`src/rtl/xtu_pkg.sv`:
```
`timescale 1ns/1ps
package xtu_pkg;

    typedef enum logic [2:0] {
        TRIG_OFF  = 3'd0,
        TRIG_RISE = 3'd1,
        TRIG_FALL = 3'd2,
        TRIG_BOTH = 3'd3,
        TRIG_HIGH = 3'd5,
        TRIG_LOW  = 3'd6
    } trig_e;

    // Word select values (byte address bits [3:2])
    localparam logic [1:0] SEL_CFG  = 2'd0;
    localparam logic [1:0] SEL_LVL  = 2'd1;
    localparam logic [1:0] SEL_PEND = 2'd2;
    localparam logic [1:0] SEL_EN   = 2'd3;

endpackage

```
`src/rtl/xtu_sync.sv`:
```
`timescale 1ns/1ps
// Two-flop synchroniser plus one history stage for edge detection.
module xtu_sync #(
    parameter int W = 6
) (
    input  logic         clk,
    input  logic         rst_n,
    input  logic [W-1:0] raw_i,
    output logic [W-1:0] cur_o,
    output logic [W-1:0] prev_o
);

    typedef struct packed {
        logic [W-1:0] meta;
        logic [W-1:0] cur;
        logic [W-1:0] prev;
    } sync_t;

    sync_t st_d, st_q;

    always_comb begin
        st_d      = st_q;
        st_d.meta = raw_i;
        st_d.cur  = st_q.meta;
        st_d.prev = st_q.cur;
    end

    always_ff @(posedge clk or negedge rst_n) begin
        if (!rst_n) st_q <= '0;
        else        st_q <= st_d;
    end

    assign cur_o  = st_q.cur;
    assign prev_o = st_q.prev;

endmodule

```
`src/rtl/xtu_detect.sv`:
```
`timescale 1ns/1ps
// Per-pin trigger decoder: turns synchronised samples into a one-cycle hit.
module xtu_detect
    import xtu_pkg::*;
#(
    parameter int N  = 6,
    parameter int CW = 3
) (
    input  logic [N-1:0][CW-1:0] mode_i,
    input  logic [N-1:0]         cur_i,
    input  logic [N-1:0]         prev_i,
    output logic [N-1:0]         hit_o
);

    for (genvar g = 0; g < N; g++) begin : g_pin
        logic rise_w, fall_w, h;
        assign rise_w = cur_i[g] & ~prev_i[g];
        assign fall_w = ~cur_i[g] & prev_i[g];

        always_comb begin
            case (mode_i[g])
                TRIG_RISE: h = rise_w;
                TRIG_FALL: h = fall_w;
                TRIG_BOTH: h = rise_w | fall_w;
                TRIG_HIGH: h = cur_i[g];
                TRIG_LOW:  h = ~cur_i[g];
                default:   h = 1'b0;   // off and the spare codes
            endcase
        end

        assign hit_o[g] = h;
    end

endmodule

```
`src/rtl/xtu_regs.sv`:
```
`timescale 1ns/1ps
// Configuration, pending and enable registers with the read mux.
module xtu_regs
    import xtu_pkg::*;
#(
    parameter int N  = 6,
    parameter int DW = 32,
    parameter int SW = 4,
    parameter int CW = 3
) (
    input  logic                 clk,
    input  logic                 rst_n,
    input  logic                 wr_i,
    input  logic [1:0]           sel_i,
    input  logic [DW-1:0]        wdata_i,
    input  logic [N-1:0]         hit_i,
    input  logic [N-1:0]         lvl_i,
    output logic [DW-1:0]        rdata_o,
    output logic [N-1:0][CW-1:0] mode_o,
    output logic [N-1:0]         pend_o,
    output logic [N-1:0]         en_o
);

    function automatic logic [DW-1:0] cfg_mask_f();
        logic [DW-1:0] m;
        m = '0;
        for (int i = 0; i < N; i++) m[i*SW +: CW] = '1;
        return m;
    endfunction

    localparam logic [DW-1:0] CFG_MASK = cfg_mask_f();

    typedef struct packed {
        logic [N-1:0][CW-1:0] cfg;
        logic [N-1:0]         pend;
        logic [N-1:0]         en;
    } regs_t;

    regs_t st_d, st_q;

    logic unused_wdata;
    assign unused_wdata = ^(wdata_i & ~CFG_MASK);

    always_comb begin
        st_d = st_q;
        if (wr_i) begin
            case (sel_i)
                SEL_CFG: begin
                    for (int i = 0; i < N; i++) st_d.cfg[i] = wdata_i[i*SW +: CW];
                end
                SEL_PEND: st_d.pend = st_q.pend & wdata_i[N-1:0];
                SEL_EN:   st_d.en   = wdata_i[N-1:0];
                default:  ;
            endcase
        end
        // A detection in the same cycle overrides a clear
        st_d.pend = st_d.pend | hit_i;
    end

    always_ff @(posedge clk or negedge rst_n) begin
        if (!rst_n) st_q <= '0;
        else        st_q <= st_d;
    end

    always_comb begin
        rdata_o = '0;
        case (sel_i)
            SEL_CFG: begin
                for (int i = 0; i < N; i++) rdata_o[i*SW +: CW] = st_q.cfg[i];
            end
            SEL_LVL:  rdata_o[N-1:0] = lvl_i;
            SEL_PEND: rdata_o[N-1:0] = st_q.pend;
            SEL_EN:   rdata_o[N-1:0] = st_q.en;
            default:  ;
        endcase
    end

    assign mode_o = st_q.cfg;
    assign pend_o = st_q.pend;
    assign en_o   = st_q.en;

    for (genvar g = 0; g < N; g++) begin : g_chk
        // R4 (also R3, R5): a flag only rises after its detector fired
        a_r4_set_has_cause: assert property (@(posedge clk) disable iff (!rst_n)
            $rose(st_q.pend[g]) |-> $past(hit_i[g]));
        // a flag only falls after a pending write carrying 0 in its bit
        a_r6_clear_only_by_write: assert property (@(posedge clk) disable iff (!rst_n)
            $fell(st_q.pend[g]) |-> $past(wr_i && sel_i == SEL_PEND && !wdata_i[g]));
    end

    // enables change only on an enable write
    a_r8_en_holds: assert property (@(posedge clk) disable iff (!rst_n)
        !$past(wr_i && sel_i == SEL_EN) |-> $stable(st_q.en));

endmodule

```
`src/rtl/xirq_trigger_top.sv`:
```
`timescale 1ns/1ps
module xirq_trigger_top
    import xtu_pkg::*;
#(
    parameter int N_PINS = 6,
    parameter int DATA_W = 32,
    parameter int ADDR_W = 4,
    parameter int SLOT_W = 4,
    parameter int CODE_W = 3
) (
    input  logic              clk,
    input  logic              rst_n,
    input  logic [N_PINS-1:0] pins_i,
    input  logic              bus_wr_i,
    input  logic [ADDR_W-1:0] bus_addr_i,
    input  logic [DATA_W-1:0] bus_wdata_i,
    output logic [DATA_W-1:0] bus_rdata_o,
    output logic [N_PINS-1:0] irq_o
);

    logic [N_PINS-1:0]             cur_w, prev_w, hit_w, pend_w, en_w;
    logic [N_PINS-1:0][CODE_W-1:0] mode_w;
    logic [DATA_W-1:0]             rd_w;
    logic                          aligned_w;

    assign aligned_w = (bus_addr_i[1:0] == 2'b00);

    xtu_sync #(.W(N_PINS)) u_sync (
        .clk    (clk),
        .rst_n  (rst_n),
        .raw_i  (pins_i),
        .cur_o  (cur_w),
        .prev_o (prev_w)
    );

    xtu_detect #(.N(N_PINS), .CW(CODE_W)) u_detect (
        .mode_i (mode_w),
        .cur_i  (cur_w),
        .prev_i (prev_w),
        .hit_o  (hit_w)
    );

    xtu_regs #(.N(N_PINS), .DW(DATA_W), .SW(SLOT_W), .CW(CODE_W)) u_regs (
        .clk     (clk),
        .rst_n   (rst_n),
        .wr_i    (bus_wr_i & aligned_w),
        .sel_i   (bus_addr_i[3:2]),
        .wdata_i (bus_wdata_i),
        .hit_i   (hit_w),
        .lvl_i   (cur_w),
        .rdata_o (rd_w),
        .mode_o  (mode_w),
        .pend_o  (pend_w),
        .en_o    (en_w)
    );

    assign bus_rdata_o = aligned_w ? rd_w : '0;
    assign irq_o       = pend_w & en_w;

    // a misaligned write leaves the enables untouched
    a_r12_misaligned_ignored: assert property (@(posedge clk) disable iff (!rst_n)
        (bus_wr_i && !aligned_w) |=> $stable(en_w));

endmodule

```
`config.mk`:
```
export PLATFORM = sky130hd
export DESIGN_NAME = xirq_trigger_top
export DESIGN_NICKNAME = d
export VERILOG_FILES = /design/src/rtl/xtu_pkg.sv /design/src/rtl/xtu_sync.sv /design/src/rtl/xtu_detect.sv /design/src/rtl/xtu_regs.sv /design/src/rtl/xirq_trigger_top.sv
export SDC_FILE = /design/constraint.sdc
export NUM_CORES = 1
export LEC_CHECK = 0
export BUFFER_PORTS_ARGS = -buffer_cell sky130_fd_sc_hd__buf_4
export CELL_PAD_IN_SITES_DETAIL_PLACEMENT = 1
export CELL_PAD_IN_SITES_GLOBAL_PLACEMENT = 2
export CORE_AREA = 2 2 100 102
export DETAILED_ROUTE_END_ITERATION = 8
export DIE_AREA = 0 0 102 104
export PLACE_DENSITY_LB_ADDON = 0.1
export SYNTH_ARGS = -nofsm -noshare
export SYNTH_HDL_FRONTEND = slang
export SYNTH_HIERARCHICAL = 1
export SYNTH_SLANG_ARGS = --single-unit
```
`constraint.sdc`:
```
create_clock -name clk -period 2.1 [get_ports clk]
set_input_delay 0.21 -clock clk [delete_from_list [all_inputs] [get_ports clk]]
set_output_delay 0.21 -clock clk [all_outputs]
set_load 0.05 [all_outputs]
```
# == Yosys cells after proc, flatten, opt, wreduce, memory -nomap -nowiden ==
# Cells that the tools add are included.
# totals
regBits,48
out_inout_bits,38
wordCells,100
inputBits,45
# op_classes
n_bitwise,34
eq_ne,33
muxes,18
n_reduce_logical,4
# ops
cell,n
== test 3 x 2 -> 1 bit (second input constant),12
== test 3 bit (second input constant),12
one-hot mux 1 bit (5 select lines),6
2-to-1 mux 23 bit,1
== test 3 x 1 -> 1 bit (second input constant),6
bitwise AND 1 bit,13
bitwise AND 6 bit,2
2-to-1 mux 12 bit,1
2-to-1 mux 3 bit,4
2-to-1 mux 6 bit,2
NOT 1 bit,12
one-hot mux 3 bit (4 select lines),1
one-hot mux 2 bit (4 select lines),1
OR 1 bit,6
OR 6 bit,1
== test 2 bit (second input constant),2
zero test 2 bit,2
AND reduction 2 bit,2
one-hot mux 1 bit (3 select lines),1
== test 2 x 1 -> 1 bit (second input constant),1
2-to-1 mux 1 bit,1

# == Longest topological paths before layout ==
# Gate-level depths: netlist (run 1).
# logic_depth
word_depth,5
mapped_depth,9
mapped_depth_nobuf,7

# == Modules after synthesis ==
# Netlist (run 1), hierarchy kept.
# by_module_without_submodules
module,area_per_inst_um2,seq_area_each_um2,cells_each,instances
xtu_regs,1560.2,750.7,117,1
xtu_detect,564.3,0.0,71,1
xirq_trigger_top,525.5,0.0,47,1
xtu_sync,495.5,450.4,24,1

# == Worst setup path after synthesis (run 1) ==
# No wires, ideal clock.
# synth_path
path_kind,in2out
startpoint,input bus_addr_i[2]
endpoint,output bus_rdata_o[0]
required_ps,1890
t_arrival_ps,1831
path_slack_ps,59
stages,3
n_path_buf,1
path_cell_list,buf_4 > mux4_1 > nor3b_1
# synth_via
elab_chain_cells,3
elab_cells_between_ends,6
classes_between,eq/ne (3); mux (2); reduce/logical (1)
# synth_rtl
element,line,rtl
"start, declared",xirq_trigger_top.sv:15,"input logic [ADDR_W-1:0] bus_addr_i,"
"== test 2 bit, or another cell as far along",xtu_regs.sv:67,case (sel_i)
one-hot mux 3 bit (4 select lines) *,xtu_regs.sv:67,
named net rd_w[0],xirq_trigger_top.sv:23,logic [DATA_W-1:0] rd_w;
2-to-1 mux 23 bit *,xirq_trigger_top.sv:57,assign bus_rdata_o = aligned_w ? rd_w : '0;
"end, declared",xirq_trigger_top.sv:17,"output logic [DATA_W-1:0] bus_rdata_o,"
# The timed path passes the listed nets; every way through them passes the cells marked *.

# == Worst setup path in the final report (run 1) ==
# layout_path
startpoint,register u_sync.st_q (netlist bit u_sync/cur_o[5])
endpoint,output bus_rdata_o[5]
# layout_via
elab_chain_cells,2
# layout_rtl
element,line,rtl
"start, declared",xtu_sync.sv:19,"sync_t st_d, st_q;"
"start signal, assigned",xtu_sync.sv:30,else st_q <= st_d;
one-hot mux 2 bit (4 select lines),xtu_regs.sv:67,
named net rd_w[5],xirq_trigger_top.sv:23,
2-to-1 mux 23 bit,xirq_trigger_top.sv:57,
# The timed path passes the listed nets, and every way through them passes these cells.

==> results of run 1 <==
==> power groups by stage <==
stage / clock network, mW / registers [mW] / logic, mW
4_1_cts: 0.557 / 1.23 / 0.903
6_report: 0.528 / 1.22 / 0.889
3_5_place_dp: 0 / 1.24 / 0.894
3_3_place_gp: 0 / 1.24 / 0.882
5_1_grt: 0.592 / 1.26 / 0.967
2_1_floorplan: 0 / 1.19 / 0.776
==> worst paths after layout <==
| check | slack, ns | end | depth (start not counted) | start |
|---|---|---|---|---|
| setup / recovery | 0.23 | bus_rdata_o[5] | 3 | u_sync/cur_o[5] |
| hold / removal | 0.02 | u_sync/st_d[10] | 1 | pins_i[4] |
| setup reg to reg | 0.58 | u_regs/pend_o[1] | 6 | u_sync/cur_o[1] |
| hold reg to reg | 0.35 | u_sync/cur_o[4] | 0 | u_sync/st_d[10] |
| max in group asynchronous | 1.19 | u_regs/en_o[3] | 2 | rst_n |
| min in group asynchronous | 0.47 | u_regs/mode_o[7] | 2 | rst_n |
==> per-stage QoR <==
| stage | power, mW | worst slack, ns |
|---|---|---|
| after floorplan | 1.96 | 0.0588 |
| after global placement | 2.12 | 0.279 |
| after detailed placement | 2.14 | 0.290 |
| after CTS | 2.69 | 0.187 |
| after global routing | 2.82 | 0.156 |
| final | 2.64 | 0.228 |
==> synthesized netlist by cell type <==
master,count
sky130_fd_sc_hd__mux2_1,5
sky130_fd_sc_hd__buf_4,27
sky130_fd_sc_hd__inv_1,12
sky130_fd_sc_hd__o2bb2a_4,5
sky130_fd_sc_hd__nand3_1,1
sky130_fd_sc_hd__mux2_4,10
sky130_fd_sc_hd__nor3b_1,3
sky130_fd_sc_hd__buf_12,1
sky130_fd_sc_hd__o21a_1,1
sky130_fd_sc_hd__o32ai_1,1
sky130_fd_sc_hd__conb_1,1
sky130_fd_sc_hd__nand2_1,6
sky130_fd_sc_hd__nand3b_1,5
sky130_fd_sc_hd__mux2_2,14
sky130_fd_sc_hd__clkbuf_1,2
sky130_fd_sc_hd__a21oi_1,12
sky130_fd_sc_hd__mux4_1,5
sky130_fd_sc_hd__buf_8,1
sky130_fd_sc_hd__o22a_1,1
sky130_fd_sc_hd__and3b_2,1
sky130_fd_sc_hd__mux2i_1,2
sky130_fd_sc_hd__and2_1,19
sky130_fd_sc_hd__ha_1,12
sky130_fd_sc_hd__buf_6,8
sky130_fd_sc_hd__o21ai_0,5
sky130_fd_sc_hd__nor2_1,18
sky130_fd_sc_hd__dfrtp_1,48
sky130_fd_sc_hd__nor2b_1,2
sky130_fd_sc_hd__nor3b_2,31
==> registers in the layout (all words and copies together) (netlist names) <==
name,flops
u_sync/cur_o,6
u_regs/en_o,6
u_regs/mode_o,18
u_sync/st_d,6
u_sync/prev_o,6
u_regs/pend_o,6
==> area by class of cell <==
class	count	area, um2
clock inverters	1	5.00
clock buffers	6	72.6
well taps	133	166
repair buffers	64	503
fillers	1092	5940
multi-input cells	172	1620
flip-flops and latches	48	1200
inverters	12	45.0
==> timing repair <==
action,in CTS,in global routing
hold endpoints to repair,50,1
endpoints found under the setup margin,0,0
hold buffers,3,1
==> kinds of logic (layout without fill, tap and decap cells) <==
family	count (synthesis)	count (layout)	synth area share [%]
compound gates	25	25	6.68
fa+ha+maj	12	12	4.77
buf+inv	51	83	12.1
flops	48	48	38.2
mux	36	36	16.4
other cells	1	13	0.119
simple gates	86	86	21.8
==> per-layer routing <==
| layer | global-route usage [%] | vias to the layer above | wire length (um) |
|---|---|---|---|
| met5 | 0 | - | 0 |
| met4 | 3.14 | 0 | 53 |
| met3 | 2.35 | 4 | 297 |
| met2 | 21.9 | 40 | 3290 |
| met1 | 17.2 | 965 | 2930 |
| li1 | - | 934 | - |
==> results.txt, run 1 <==
----------------------------------------------------
[Floorplan]
  Chip width ... a little over 100 um
  Die Height ... approximately 100 um
  Area of the die ... roughly 11000 um2
  Number of primary I/O pins ... between 80 and 90
  Row count ... 36
  Starting density of the core ... between 30 and 40%
  Floorplan core area ... roughly 9500 um2

[Power]
  Switch share ... around a third
  Combinational fraction of design power ... between 30% and 40%
  Power per Cell Area ... between 700 and 800 nW/um2
  Worst IR drop on VDD ... 0.000274 V
  Sequential group share of total power ... between 40% and 50%
  P_sw ... between 0.9 and 1 mW
  Internal power ... ~1.7 mW
  Relative contribution of the clock network to total power ... roughly a fifth
  P_leak ... ~1.6 nW

[Yosys]
  Sequential-to-total area share from yosys stat ... 38.2%
  Top cell type by total area after synthesis ... sky130_fd_sc_hd__dfrtp_1
  Cells after synthesis ... roughly 260
  Mean area per synthesized cell ... approximately 12 um2
  Leading post-synthesis cells by cell area ... sky130_fd_sc_hd__dfrtp_1 38%, sky130_fd_sc_hd__nor3b_2 12%, sky130_fd_sc_hd__buf_4 6.4%
  Yosys warning total ... 6
  Area share of the leading cell type in the synthesized netlist ... a little under two fifths
  Number of distinct library cells after synthesis ... 29
  Number of register bits inferred by synthesis ... 48
  Syn Std Cell Area ... roughly 3100 um2

[Setup path]
  Critical Setup Path Class ... reg2out
  Crit end category ... primary output
  Critical path buffer and inverter count ... 1
  Maximum cell stage delay along the critical path ... ~0.55 ns
  Library cell contributing the largest single delay on the critical path ... sky130_fd_sc_hd__mux4_1
  Series of cell instances along the critical path ... mux4_1, nor3b_2, buf_4
  Peak fanout along the critical path ... 6
  Arrival time worst endpoint ... ~1.7 ns
  Top Family by Delay on Critical Path ... multiplexers
  Worst path required time ... around 1.9 ns
  Element type at the critical path start ... flip-flop

[Timing]
  Least-Margin Pin Slew ... 1.51 ns
  Peak Freq ... approximately 0.53 GHz
  WHS ... 0.0205 ns
  Layout Skew ... 0.00866 ns
  Final Max Slew Viols ... 1
  Setup TNS ... 0 ns
  Number of hold violations in the final report ... 0
  Setup repair after global routing missed its margin ... false
  Share of the clock period used by the worst path ... between 80% and 90%
  Post-layout min period ... approximately 1.9 ns
  Max-slew headroom ... -1.05%
  Setup violations, final ... 0

[Clock tree]
  Clock transition at the register clock pins on the worst setup and hold paths after CTS ... around 0.08 ns
  Bufs on Longest Clock Path ... 2
  Total number of H-tree levels ... 2
  Clock latency of the later-clocked register in the worst-skew pair ... around 0.3 ns
  Post-cts gate resize count ... 0
  CTS tree ... built
  Number of setup buffers added after CTS ... 0
  Buffer cell driving the clock tree root ... sky130_fd_sc_hd__clkbuf_8
  Sinks on Clock Net ... 48
  Cts bufs inserted ... 5

[Place]
  Number of placed instances, taps included ... 425
  HPWL after DPL ... 4.64 mm
  Total cell area at the placement stage ... between 3000 and 4000 um2
  Final GP Congestion ... around 0.74
  Number of buffer cells added on primary ports ... 56

[Run]
  Maximum capacitance violations ... 0

[Layout]
  Final Instance Area ... 3610 um2
  Layout area overhead ... 14.7%
  Post-Layout Cell Count ... 436
  Post-layout net count ... 360
  Final core area utilization ... 37.8%
  Share of cells above drive strength 1 ... a little over two fifths
  Commonest non-fill, non-tap cell in the layout ... sky130_fd_sc_hd__buf_4
  Most frequent cells in the layout ... 59 x sky130_fd_sc_hd__buf_4, 48 x sky130_fd_sc_hd__dfrtp_1, 30 x sky130_fd_sc_hd__nor3b_2
  Number of inserted diodes ... 0

[Worst hold path]
  Class of the worst hold path ... in2reg

[Global route]
  Via count of the first global-routing pass ... approximately 2100
  Total track usage ... approximately an eighth
  First-pass GRT wire length ... ~11 mm
  Aggregate global routing overflow ... 0
  Maximum number of pins on one net before global-route repair ... just under 50
  Initial antenna violation count ... 0

[Drt]
  Detail Route Antenna Nets ... 0
  Mean routed wirelength per cell ... around 15 um
  Vias per Instance ... roughly 4.5
  DRC violations left ... 0
  Drt total wl ... 6.57 mm
  Vias after detailed routing ... 1943
  DR pass1 iterations ... 4
  Drt first-iter violations ... 28

[Status]
  Violations in the final reports ... max-slew violations
  Outcome ... finished, violations left

----------------------------------------------------
Note: power is estimated with default switching activity, not from simulation.
==> inputs of run 2 (changes only) <==
==> constraint.sdc (replaced) <==
create_clock -name clk -period 2.1 [get_ports clk]
set_input_delay 0.21 -clock clk [delete_from_list [all_inputs] [get_ports clk]]
set_output_delay 0.21 -clock clk [all_outputs]
set_load 0.02 [all_outputs]
==> run 2 against run 1 <==
Against the previous run: worst setup slack improved by 0.027 ns; clock skew fell by 0.0023 ns; critical endpoint unchanged; hold slack got worse by 0.00078 ns; total power fell by 3.4%; register-to-register slack barely moved; critical path type unchanged; fmax rose by 1.5%; sequential power barely moved; via count rose by 2.1%; core utilization rose by 0.29 points; the run now ends clean; wire length rose by 1.4%; clock power rose by 7.8%.
==> results.txt, run 2 (synthesis results as in run 1) <==
----------------------------------------------------
[Clock tree]
  Buffer cell driving the clock tree root ... sky130_fd_sc_hd__clkbuf_8
  Sinks on Clock Net ... 48
  Cts bufs inserted ... 5
  Bufs on Longest Clock Path ... 2
  Number of setup buffers added after CTS ... 0
  Post-cts gate resize count ... 0
  Clock transition at the register clock pins on the worst setup and hold paths after CTS ... around 0.090 ns
  CTS tree ... built
  Clock latency of the later-clocked register in the worst-skew pair ... approximately 0.29 ns
  Total number of H-tree levels ... 2
  Count of hold buffers inserted by post-cts repair ... 3

[Worst hold path]
  Class of the worst hold path ... in2reg
  Number of cells on the worst hold path ... 1
  Worst Hold Launch ... pins_i[3]

[Setup path]
  Worst path required time ... between 1.5 and 2 ns
  Minimum setup slack among reg-to-reg paths ... 0.58 ns
  Start of the worst register-to-register path ... u_sync/cur_o[1]
  Number of cells on the worst reg-to-reg path ... 7
  Element type at the critical path start ... flip-flop
  Arrival time worst endpoint ... 1.64 ns
  Critical Setup Path Class ... reg2out
  Timing startpoint of the critical path ... u_sync/cur_o[5]
  Crit end category ... primary output
  Library cell contributing the largest single delay on the critical path ... sky130_fd_sc_hd__mux4_1
  Maximum cell stage delay along the critical path ... ~0.55 ns
  Peak fanout along the critical path ... 6
  Series of cell instances along the critical path ... mux4_1, nor3b_2, buf_4

[Drt]
  Drt total wl ... approximately 6.7 mm
  Vias per Instance ... 4.52
  Vias after detailed routing ... 1983
  Mean routed wirelength per cell ... approximately 15 um
  Detail Route Antenna Nets ... 0
  DR pass1 iterations ... 4
  DRC violations left ... 0
  Drt first-iter violations ... 63

[Timing]
  Least-Margin Pin Slew ... ~0.66 ns
  Setup violations, final ... 0
  Setup TNS ... 0 ns
  Layout Skew ... between 0.006 and 0.007 ns
  Max-slew headroom ... ~56%
  Share of the clock period used by the worst path ... between 80% and 90%
  Peak Freq ... ~0.54 GHz
  Post-layout min period ... between 1.5 and 2 ns
  Number of hold violations in the final report ... 0
  Setup repair after global routing missed its margin ... false
  Final Max Slew Viols ... 0

[Power]
  Power per Cell Area ... roughly 700 nW/um2
  P_leak ... between 1.5 and 2 nW
  Worst IR drop on VDD ... 0.000303 V

[Floorplan]
  Number of primary I/O pins ... between 80 and 90
  Chip width ... 102 um
  Die Height ... 104 um
  Floorplan core area ... roughly 9500 um2
  Starting density of the core ... between 30% and 40%
  Area of the die ... about 11000 um2
  Row count ... 36

[Global route]
  Aggregate global routing overflow ... 0
  First-pass GRT wire length ... around 11 mm
  Via count of the first global-routing pass ... around 2100
  Total track usage ... approximately an eighth
  Initial antenna violation count ... 0
  Maximum number of pins on one net before global-route repair ... 49

[Layout]
  Number of flip-flops under the largest register name ... 18
  Post-layout net count ... 362
  Final Instance Area ... around 3600 um2
  Share of cells above drive strength 1 ... between 40% and 50%
  Number of inserted diodes ... 0
  Post-Layout Cell Count ... approximately 440
  Layout area overhead ... 15.6%
  Most frequent cells in the layout ... 61 x sky130_fd_sc_hd__buf_4, 48 x sky130_fd_sc_hd__dfrtp_1, 30 x sky130_fd_sc_hd__nor3b_2
  Filler instances ... 1089
  Area taken by flip-flops and latches ... 1200 um2
  Commonest non-fill, non-tap cell in the layout ... sky130_fd_sc_hd__buf_4
  Area of the multi-input gates ... between 1500 and 2000 um2

[Place]
  HPWL after DPL ... ~4.6 mm
  Total cell area at the placement stage ... between 3000 and 4000 um2
  Number of buffer cells added on primary ports ... 56
  Final GP Congestion ... approximately 0.75
  Number of placed instances, taps included ... ~430

[Status]
  Outcome ... completed

[Run]
  Maximum capacitance violations ... 0

----------------------------------------------------
run 2: report_power, final:
part	internal (mW)	switching, mW
clock network	0.269	0.300
logic	0.438	0.321
registers	1.07	0.152
total	1.78	0.772
run 2: worst max-delay path, delay by kind of cell, from the launching register on:
kind / cells / cell delay [ns]
flops: 1 / 0.44
simple gates: 1 / 0.17
mux: 1 / 0.55
buf+inv: 1 / 0.18
run 2: final cells by class:
cell class	instances	area share (%)
clock buffers	8	2.48
inverters	12	1.24
multi-input cells	172	44.4
flip-flops and latches	48	33.0
well taps	133	4.58
repair buffers	66	14.2
run 2: path summary, 6_finish.rpt:
path	end
min reg2reg	u_sync/cur_o[4]
min	u_sync/st_d[9]
max	bus_rdata_o[5]
max in group asynchronous	u_regs/mode_o[11]
max reg2reg	u_regs/pend_o[1]
min in group asynchronous	u_regs/mode_o[15]
run 2: metal layers:
| metal | wire length, um | GRT usage [%] | vias up |
|---|---|---|---|
| li1 | - | - | 944 |
| met1 | 3090 | 17.8 | 992 |
| met2 | 3200 | 21.3 | 42 |
| met3 | 300 | 2.89 | 5 |
| met4 | 66 | 2.86 | 0 |
| met5 | 0 | 0 | - |
run 2: per-stage QoR:
step	hold WS (ns)	utilization (%)	setup slack [ns]	power, mW
final	0.0197	38.1	0.255	2.55
after global placement	0.284	36.7	0.397	1.99
after global routing	0.00381	38.1	0.162	2.73
after CTS	0.00369	38.0	0.216	2.60
after floorplan	-0.0856	-	0.535	1.83
after detailed placement	0.286	36.7	0.386	2.01
